$ cat src/rtl/uwire_pkg.sv
package uwire_pkg;
  // Strobes from the sequencer to the datapath, valid for one system clock.
  typedef struct packed {
    logic loadTx;    // pop the next command into the shifter
    logic shiftTx;   // advance the command shifter (serial falling edge)
    logic clearRx;   // start a fresh reply word
    logic sampleRx;  // take rxLine into the reply shifter (serial rising edge)
    logic pushRx;    // store the finished reply word
    logic driveCmd;  // level: command bits are on the line
  } uwire_strobe_t;
endpackage

$ cat src/rtl/uwire_fifo.sv
module uwire_fifo #(
  parameter int WIDTH = 8,
  parameter int DEPTH = 8
) (
  input  logic             clk,
  input  logic             rstN,
  input  logic             push,
  input  logic [WIDTH-1:0] pushData,
  input  logic             pop,
  output logic [WIDTH-1:0] popData,
  output logic             full,
  output logic             empty
);
  localparam int PTR_W = (DEPTH > 1) ? $clog2(DEPTH) : 1;
  localparam int CNT_W = $clog2(DEPTH + 1);

  logic [WIDTH-1:0] store [DEPTH];
  logic [PTR_W-1:0] wrPtr, rdPtr;
  logic [CNT_W-1:0] count;
  logic             doPush, doPop;

  assign full    = (count == CNT_W'(DEPTH));
  assign empty   = (count == '0);
  assign doPush  = push && !full;
  assign doPop   = pop && !empty;
  assign popData = store[rdPtr];

  function automatic logic [PTR_W-1:0] nextPtr(input logic [PTR_W-1:0] p);
    return (p == PTR_W'(DEPTH - 1)) ? '0 : p + 1'b1;
  endfunction

  always_ff @(posedge clk) begin
    if (doPush) store[wrPtr] <= pushData;
  end

  always_ff @(posedge clk or negedge rstN) begin
    if (!rstN) begin
      wrPtr <= '0;
      rdPtr <= '0;
      count <= '0;
    end else begin
      if (doPush) wrPtr <= nextPtr(wrPtr);
      if (doPop)  rdPtr <= nextPtr(rdPtr);
      if (doPush && !doPop)      count <= count + 1'b1;
      else if (doPop && !doPush) count <= count - 1'b1;
    end
  end
endmodule

$ cat src/rtl/uwire_datapath.sv
module uwire_datapath
  import uwire_pkg::*;
#(
  parameter int CMD_W      = 8,
  parameter int MAX_REPLY  = 16,
  parameter int FIFO_DEPTH = 8
) (
  input  logic                 clk,
  input  logic                 rstN,
  input  uwire_strobe_t        st,
  input  logic                 txPush,
  input  logic [CMD_W-1:0]     txData,
  output logic                 txFull,
  output logic                 txEmpty,
  input  logic                 rxPop,
  output logic [MAX_REPLY-1:0] rxData,
  output logic                 rxFull,
  output logic                 rxEmpty,
  input  logic                 rxLine,
  output logic                 txLine
);
  logic [CMD_W-1:0]     txHead;
  logic [CMD_W-1:0]     cmdShift;
  logic [MAX_REPLY-1:0] replyShift;

  uwire_fifo #(.WIDTH(CMD_W), .DEPTH(FIFO_DEPTH)) txQueue (
    .clk(clk), .rstN(rstN),
    .push(txPush), .pushData(txData),
    .pop(st.loadTx), .popData(txHead),
    .full(txFull), .empty(txEmpty)
  );

  uwire_fifo #(.WIDTH(MAX_REPLY), .DEPTH(FIFO_DEPTH)) rxQueue (
    .clk(clk), .rstN(rstN),
    .push(st.pushRx), .pushData(replyShift),
    .pop(rxPop), .popData(rxData),
    .full(rxFull), .empty(rxEmpty)
  );

  always_ff @(posedge clk or negedge rstN) begin
    if (!rstN) begin
      cmdShift   <= '0;
      replyShift <= '0;
    end else begin
      if (st.loadTx)       cmdShift <= txHead;
      else if (st.shiftTx) cmdShift <= {cmdShift[CMD_W-2:0], 1'b0};
      if (st.clearRx)       replyShift <= '0;
      else if (st.sampleRx) replyShift <= {replyShift[MAX_REPLY-2:0], rxLine};
    end
  end

  assign txLine = st.driveCmd && cmdShift[CMD_W-1];
endmodule

$ cat src/rtl/uwire_control.sv
module uwire_control
  import uwire_pkg::*;
#(
  parameter int CMD_W     = 8,
  parameter int MIN_REPLY = 4,
  parameter int MAX_REPLY = 16,
  parameter int DIV_W     = 8,
  parameter int LEN_W     = 5
) (
  input  logic             clk,
  input  logic             rstN,
  input  logic [DIV_W-1:0] cfgDivide,
  input  logic [LEN_W-1:0] cfgReplyLen,
  input  logic             cfgContinuous,
  input  logic             txEmpty,
  output uwire_strobe_t    st,
  output logic             sclk,
  output logic             fssN
);
  localparam int SLOT_W = $clog2(CMD_W + MAX_REPLY + 2);

  typedef enum logic [1:0] {ST_IDLE, ST_RUN, ST_TAIL} phase_t;

  phase_t           state;
  logic [DIV_W-1:0] halfCnt, halfLen, halfCalc;
  logic [LEN_W-1:0] replyLen, lenCalc;
  logic [SLOT_W-1:0] slot, lastSlot;
  logic             highHalf, tick, chain, atLast;

  always_comb begin
    halfCalc = DIV_W'(cfgDivide >> 1);
    if (halfCalc == '0) halfCalc = DIV_W'(1);
    if (cfgReplyLen < LEN_W'(MIN_REPLY))      lenCalc = LEN_W'(MIN_REPLY);
    else if (cfgReplyLen > LEN_W'(MAX_REPLY)) lenCalc = LEN_W'(MAX_REPLY);
    else                                      lenCalc = cfgReplyLen;
  end

  assign tick     = (halfCnt == halfLen - 1'b1);
  assign lastSlot = SLOT_W'(CMD_W) + SLOT_W'(replyLen);
  assign atLast   = (slot == lastSlot);
  assign chain    = cfgContinuous && !txEmpty;

  always_comb begin
    st = '0;
    st.driveCmd = (state == ST_RUN) && (slot < SLOT_W'(CMD_W));
    case (state)
      ST_IDLE: if (!txEmpty) begin
        st.loadTx  = 1'b1;
        st.clearRx = 1'b1;
      end
      ST_RUN: if (tick) begin
        if (!highHalf) begin
          st.sampleRx = (slot > SLOT_W'(CMD_W));
        end else if (atLast) begin
          if (chain) begin
            st.pushRx  = 1'b1;
            st.loadTx  = 1'b1;
            st.clearRx = 1'b1;
          end
        end else begin
          st.shiftTx = (slot < SLOT_W'(CMD_W));
        end
      end
      ST_TAIL: st.pushRx = tick;
      default: ;
    endcase
  end

  always_ff @(posedge clk or negedge rstN) begin
    if (!rstN) begin
      state    <= ST_IDLE;
      sclk     <= 1'b0;
      fssN     <= 1'b1;
      halfCnt  <= '0;
      halfLen  <= DIV_W'(1);
      replyLen <= LEN_W'(MIN_REPLY);
      slot     <= '0;
      highHalf <= 1'b0;
    end else begin
      case (state)
        ST_IDLE: begin
          sclk <= 1'b0;
          if (!txEmpty) begin
            fssN     <= 1'b0;
            state    <= ST_RUN;
            slot     <= '0;
            highHalf <= 1'b0;
            halfCnt  <= '0;
            halfLen  <= halfCalc;
            replyLen <= lenCalc;
          end
        end
        ST_RUN: begin
          if (tick) begin
            halfCnt <= '0;
            if (!highHalf) begin
              sclk     <= 1'b1;
              highHalf <= 1'b1;
            end else begin
              sclk     <= 1'b0;
              highHalf <= 1'b0;
              if (!atLast)    slot  <= slot + 1'b1;
              else if (chain) slot  <= '0;
              else            state <= ST_TAIL;
            end
          end else begin
            halfCnt <= halfCnt + 1'b1;
          end
        end
        ST_TAIL: begin
          if (tick) begin
            halfCnt <= '0;
            fssN    <= 1'b1;
            state   <= ST_IDLE;
          end else begin
            halfCnt <= halfCnt + 1'b1;
          end
        end
        default: state <= ST_IDLE;
      endcase
    end
  end
endmodule

$ cat src/rtl/uwire_master.sv
module uwire_master
  import uwire_pkg::*;
#(
  parameter int MAX_REPLY  = 16,
  parameter int FIFO_DEPTH = 8,
  parameter int DIV_W      = 8,
  localparam int CMD_W     = 8,
  localparam int MIN_REPLY = 4,
  localparam int LEN_W     = $clog2(MAX_REPLY + 1)
) (
  input  logic                 clk,
  input  logic                 rstN,
  input  logic [DIV_W-1:0]     cfgDivide,
  input  logic [LEN_W-1:0]     cfgReplyLen,
  input  logic                 cfgContinuous,
  input  logic                 txPush,
  input  logic [CMD_W-1:0]     txData,
  output logic                 txFull,
  output logic                 txEmpty,
  input  logic                 rxPop,
  output logic [MAX_REPLY-1:0] rxData,
  output logic                 rxFull,
  output logic                 rxEmpty,
  output logic                 sclk,
  output logic                 fssN,
  output logic                 txLine,
  input  logic                 rxLine
);
  uwire_strobe_t strobes;

  uwire_control #(
    .CMD_W(CMD_W), .MIN_REPLY(MIN_REPLY), .MAX_REPLY(MAX_REPLY),
    .DIV_W(DIV_W), .LEN_W(LEN_W)
  ) sequencer (
    .clk(clk), .rstN(rstN),
    .cfgDivide(cfgDivide), .cfgReplyLen(cfgReplyLen),
    .cfgContinuous(cfgContinuous), .txEmpty(txEmpty),
    .st(strobes), .sclk(sclk), .fssN(fssN)
  );

  uwire_datapath #(
    .CMD_W(CMD_W), .MAX_REPLY(MAX_REPLY), .FIFO_DEPTH(FIFO_DEPTH)
  ) datapath (
    .clk(clk), .rstN(rstN), .st(strobes),
    .txPush(txPush), .txData(txData), .txFull(txFull), .txEmpty(txEmpty),
    .rxPop(rxPop), .rxData(rxData), .rxFull(rxFull), .rxEmpty(rxEmpty),
    .rxLine(rxLine), .txLine(txLine)
  );
endmodule

$ cat config.mk
export PLATFORM = sky130hd
export DESIGN_NAME = uwire_master
export DESIGN_NICKNAME = d
export VERILOG_FILES = /design/src/rtl/uwire_pkg.sv /design/src/rtl/uwire_fifo.sv /design/src/rtl/uwire_datapath.sv /design/src/rtl/uwire_control.sv /design/src/rtl/uwire_master.sv
export SDC_FILE = /design/constraint.sdc
export NUM_CORES = 1
export LEC_CHECK = 0
export ABC_AREA = 1
export CORE_AREA = 2 2 201 203
export DETAILED_ROUTE_END_ITERATION = 8
export DIE_AREA = 0 0 203 205
export DONT_BUFFER_PORTS = 1
export HOLD_SLACK_MARGIN = 0.15
export PLACE_DENSITY = 0.48
export RECOVER_POWER = 25
export REMOVE_ABC_BUFFERS = 1
export SYNTH_ARGS = -nofsm -noshare
export SYNTH_HDL_FRONTEND = slang
export SYNTH_SLANG_ARGS = --single-unit
$ cat constraint.sdc
create_clock -name clk -period 10.5 [get_ports clk]
set_input_delay 0.525 -clock clk [delete_from_list [all_inputs] [get_ports clk]]
set_output_delay 0.525 -clock clk [all_outputs]
set_load 0.02 [all_outputs]
==> metrics.cfg <==
[run_status]
outcome = completed

[critical_path]
cp_num_cells = 21
crit_fanout = 23
crit_top_cell = nand2_1
end_kind = flip-flop
worstPathArrival_ns = 4.52
critPathKind = reg2reg
cpPeakStageDelay_ns = 0.56
required_ns = 10.94
ff2ff_path_depth = 21
crit_family = simple AND/OR/NAND/NOR gates
setup.worst_path.start_class = flip-flop
cp_slowest_cell = o21ai_4
crit_buf_inv = 5
path_cells = inv_2 -> ha_1 -> nand2_1 -> inv_1 -> nor2_1 -> nand2_1 -> nor2_1 -> nand2_1 -> inv_1 -> nand3_2 -> o21ai_4 -> inv_2 -> ha_1 -> inv_1 -> ha_1 -> and3_1 -> a211oi_1 -> nand2_1 -> nand2_1 -> nor2_1 -> xor2_1

[routing]
vias_per_cell = 4.54
ant_nets = 0
drc = 0
drtPass1Iterations = 4
routedWlPerCell_um = 15.6
drt_wl_total_um = 26300
drt_iter0_drc = 400
num_vias = 7640

[synthesis]
synth_cell_types = 43
synth-adder-area-share = 0.0260
synth.mux.area_fraction = 0
synth-edff-count = 192
yosysWarnings = 0
async_flop_share = 0.278
synth_xor_area_frac = 0.0120
synth_top_family_by_area = simple AND/OR/NAND/NOR gates
post-synth-top-area-cell = edfxtp_1
syn_area_um2 = 11600
synthTopCellsByArea = edfxtp_1 (50%), dfrtp_1 (15%), nand2_1 (6.8%)
avgSynthCellArea_um2 = 10.5
ys_seq_elements = 266
netlist_instances = 1113
yosys.area_share.simple = 0.164
synthTopCellsByCount = nand2_1 (212), edfxtp_1 (192), nor2_1 (172)
synth_top_area_frac = 0.495
synth-compound-area-share = 0.0963
seq_area_frac_synth = 0.654
synth-main-ff-cell = edfxtp_1
post-synth-top-count-cell = nand2_1

[clock_tree]
worstSkewPairLatency_ns = 0.56
ctsLongestPathBuffers = 3
clk_pin_slew_worst_paths_ns = 0.06
clockRootBuffer = clkbuf_16
numCtsBuffers = 29
cts.repair.resized = 0
htreeDepth = 1
cts_tree = done
cts_sinks = 266

[die]
start_util = 0.296
fp-row-count = 73
core_region_area_um2 = 39400
design.die.area_um2 = 41600
ios = 50
floorplan.die.height_um = 205
die_w_um = 203

[sta]
setup_violations = 0
post-route-period-util = 0.388
final_hold_viol_count = 0
timing.final.crit_period_ns = 4.08
fin_skew_ns = 0.00888
slew_headroom = 0.292
finalSetupTns_ns = 0
tightest_slew_ns = 1.05
drv_slew = 0
rsz0062_at_grt = false
max_freq_mhz = 245

[placement]
gp_congestion = 0.738
dp_hpwl_um = 15200
io_buffers = 0

[grt]
grt_use_total = 0.128
grt_pass1_wl_um = 41800
grt_antenna_before_repair = 0
grt_overflow = 0
grt_pass1_vias = 7344
grt_max_degree = 75

[layout]
postLayoutCoreUtil = 0.341
area_growth_pct = 15.3
fin_nets = 1183
n_antenna_cell = 0
drive_gt1_frac = 0.0796

[pwr]
powerDensity_nw_per_um2 = 269
ir_drop_uv = 152
power_leakage_nw = 5.10

[worst_hold_path]
hold_class = in2reg
hold_path_depth = 2

[flow_run]
cap_violations = 0

==> cell families after synthesis <==
kind of cell | after synthesis
AO/OA/AOI/OAI | 201
XOR/XNOR | 16
adder cells (fa/ha/maj) | 23
buffers and inverters | 139
flip-flops | 266
AND/OR/NAND/NOR | 468
==> cell usage in the layout, fill, tap and decap left out, drive strengths merged, types with 2 or more instances in the layout <==
cell	netlist	final
bufinv	0	4
clkinvlp	0	3
nand3	53	53
ha	21	21
nand4	3	3
a221oi	2	2
o21ai	118	118
fa	2	2
a21oi	32	32
edfxtp	192	192
nand2	213	213
xnor2	6	6
clkbuf	34	41
a21o	2	2
nor3	12	12
inv	95	95
dlygate4sd3	0	17
dfstp	3	3
o221ai	2	2
xor2	10	10
a31oi	17	17
dfrtp	71	71
o22ai	21	21
clkinv	1	7
nor4	3	3
nor2	178	178
buf	9	15
or2	3	3
a221o	6	6
==> final timing paths <==
| path | start | endpoint | slack, ns |
|---|---|---|---|
| worst max-delay path | sequencer.halfLen[0] | datapath.txQueue.count[3] | 6.42 |
| worst min-delay path | cfgReplyLen[3] | sequencer.replyLen[3] | 0.19 |
| max in group asynchronous | rstN | sequencer.halfLen[0] | 9.59 |
| min in group asynchronous | rstN | datapath.rxQueue.rdPtr[0] | 0.56 |
| worst min register to register | datapath.cmdShift[2] | datapath.cmdShift[2] | 0.48 |
| worst max register to register | sequencer.halfLen[0] | datapath.txQueue.count[3] | 6.42 |
==> per-layer routing <==
layer	vias up	track usage	part of all wire
met2	103	0.215	0.47
met5	-	0	0
met4	0	0.0263	0.017
met3	36	0.0278	0.048
met1	3665	0.170	0.46
li1	3836	-	-
==> worst reg2reg max path, delay by kind of cell (launching register included) <==
family	cells	cell delay, ns
AO/OA/AOI/OAI	2	0.80
XOR/XNOR	1	0.13
buffers and inverters	5	0.64
AND/OR/NAND/NOR	10	0.94
adder cells (fa/ha/maj)	3	0.91
flip-flops	1	0.55
==> power by group <==
group          switching [mW]  internal, mW  total [mW]
Clock                   0.415         0.629        1.04
Sequential             0.0953          1.26        1.35
Combinational           0.863         0.360        1.22
==> what timing repair did <==
item / in CTS / in global routing
endpoints found under the setup margin: 0 / 0
hold endpoints to repair: 146 / 0
hold buffers: 18 / 0
buffers inserted: 0 / 0
==> stage by stage <==
step / setup slack (ns) / hold slack, ns / total power, mW / cell area (µm²) / instances
after CTS: 6.33 / 0.158 / 3.68 / 13400 / 1681
after detailed placement: 6.35 / 0.239 / 2.61 / 12300 / 1609
after global placement: 6.36 / 0.240 / 2.59 / 12300 / 1609
final: 6.42 / 0.186 / 3.62 / 13400 / 1681
after global routing: 6.04 / 0.181 / 3.90 / 13400 / 1681
after floorplan: 7.04 / 0.229 / 2.24 / 11500 / 1070
==> flip-flops by register name, indices dropped and copies added, names as in the netlist, 2 cells and up <==
| signal | cells |
|---|---|
| datapath.replyShift | 16 |
| datapath.txQueue.wrPtr | 3 |
| sequencer.halfLen | 7 |
| datapath.txQueue.store | 64 |
| datapath.txQueue.count | 4 |
| datapath.cmdShift | 8 |
| sequencer.halfCnt | 8 |
| datapath.rxQueue.rdPtr | 3 |
| datapath.rxQueue.count | 4 |
| sequencer.state | 2 |
| datapath.rxQueue.store | 128 |
| sequencer.replyLen | 5 |
| datapath.txQueue.rdPtr | 3 |
| sequencer.slot | 5 |
| datapath.rxQueue.wrPtr | 3 |
==> final cells by class <==
cell class | count | area, µm²
clock inverter | 13 | 175
sequential | 266 | 7620
clock buffer | 41 | 801
timing repair buffer | 32 | 303
tap | 525 | 657
inverter | 96 | 360
fill | 3970 | 25900
multi-input combinational | 708 | 3510
Power figures use the tool's default switching activity.
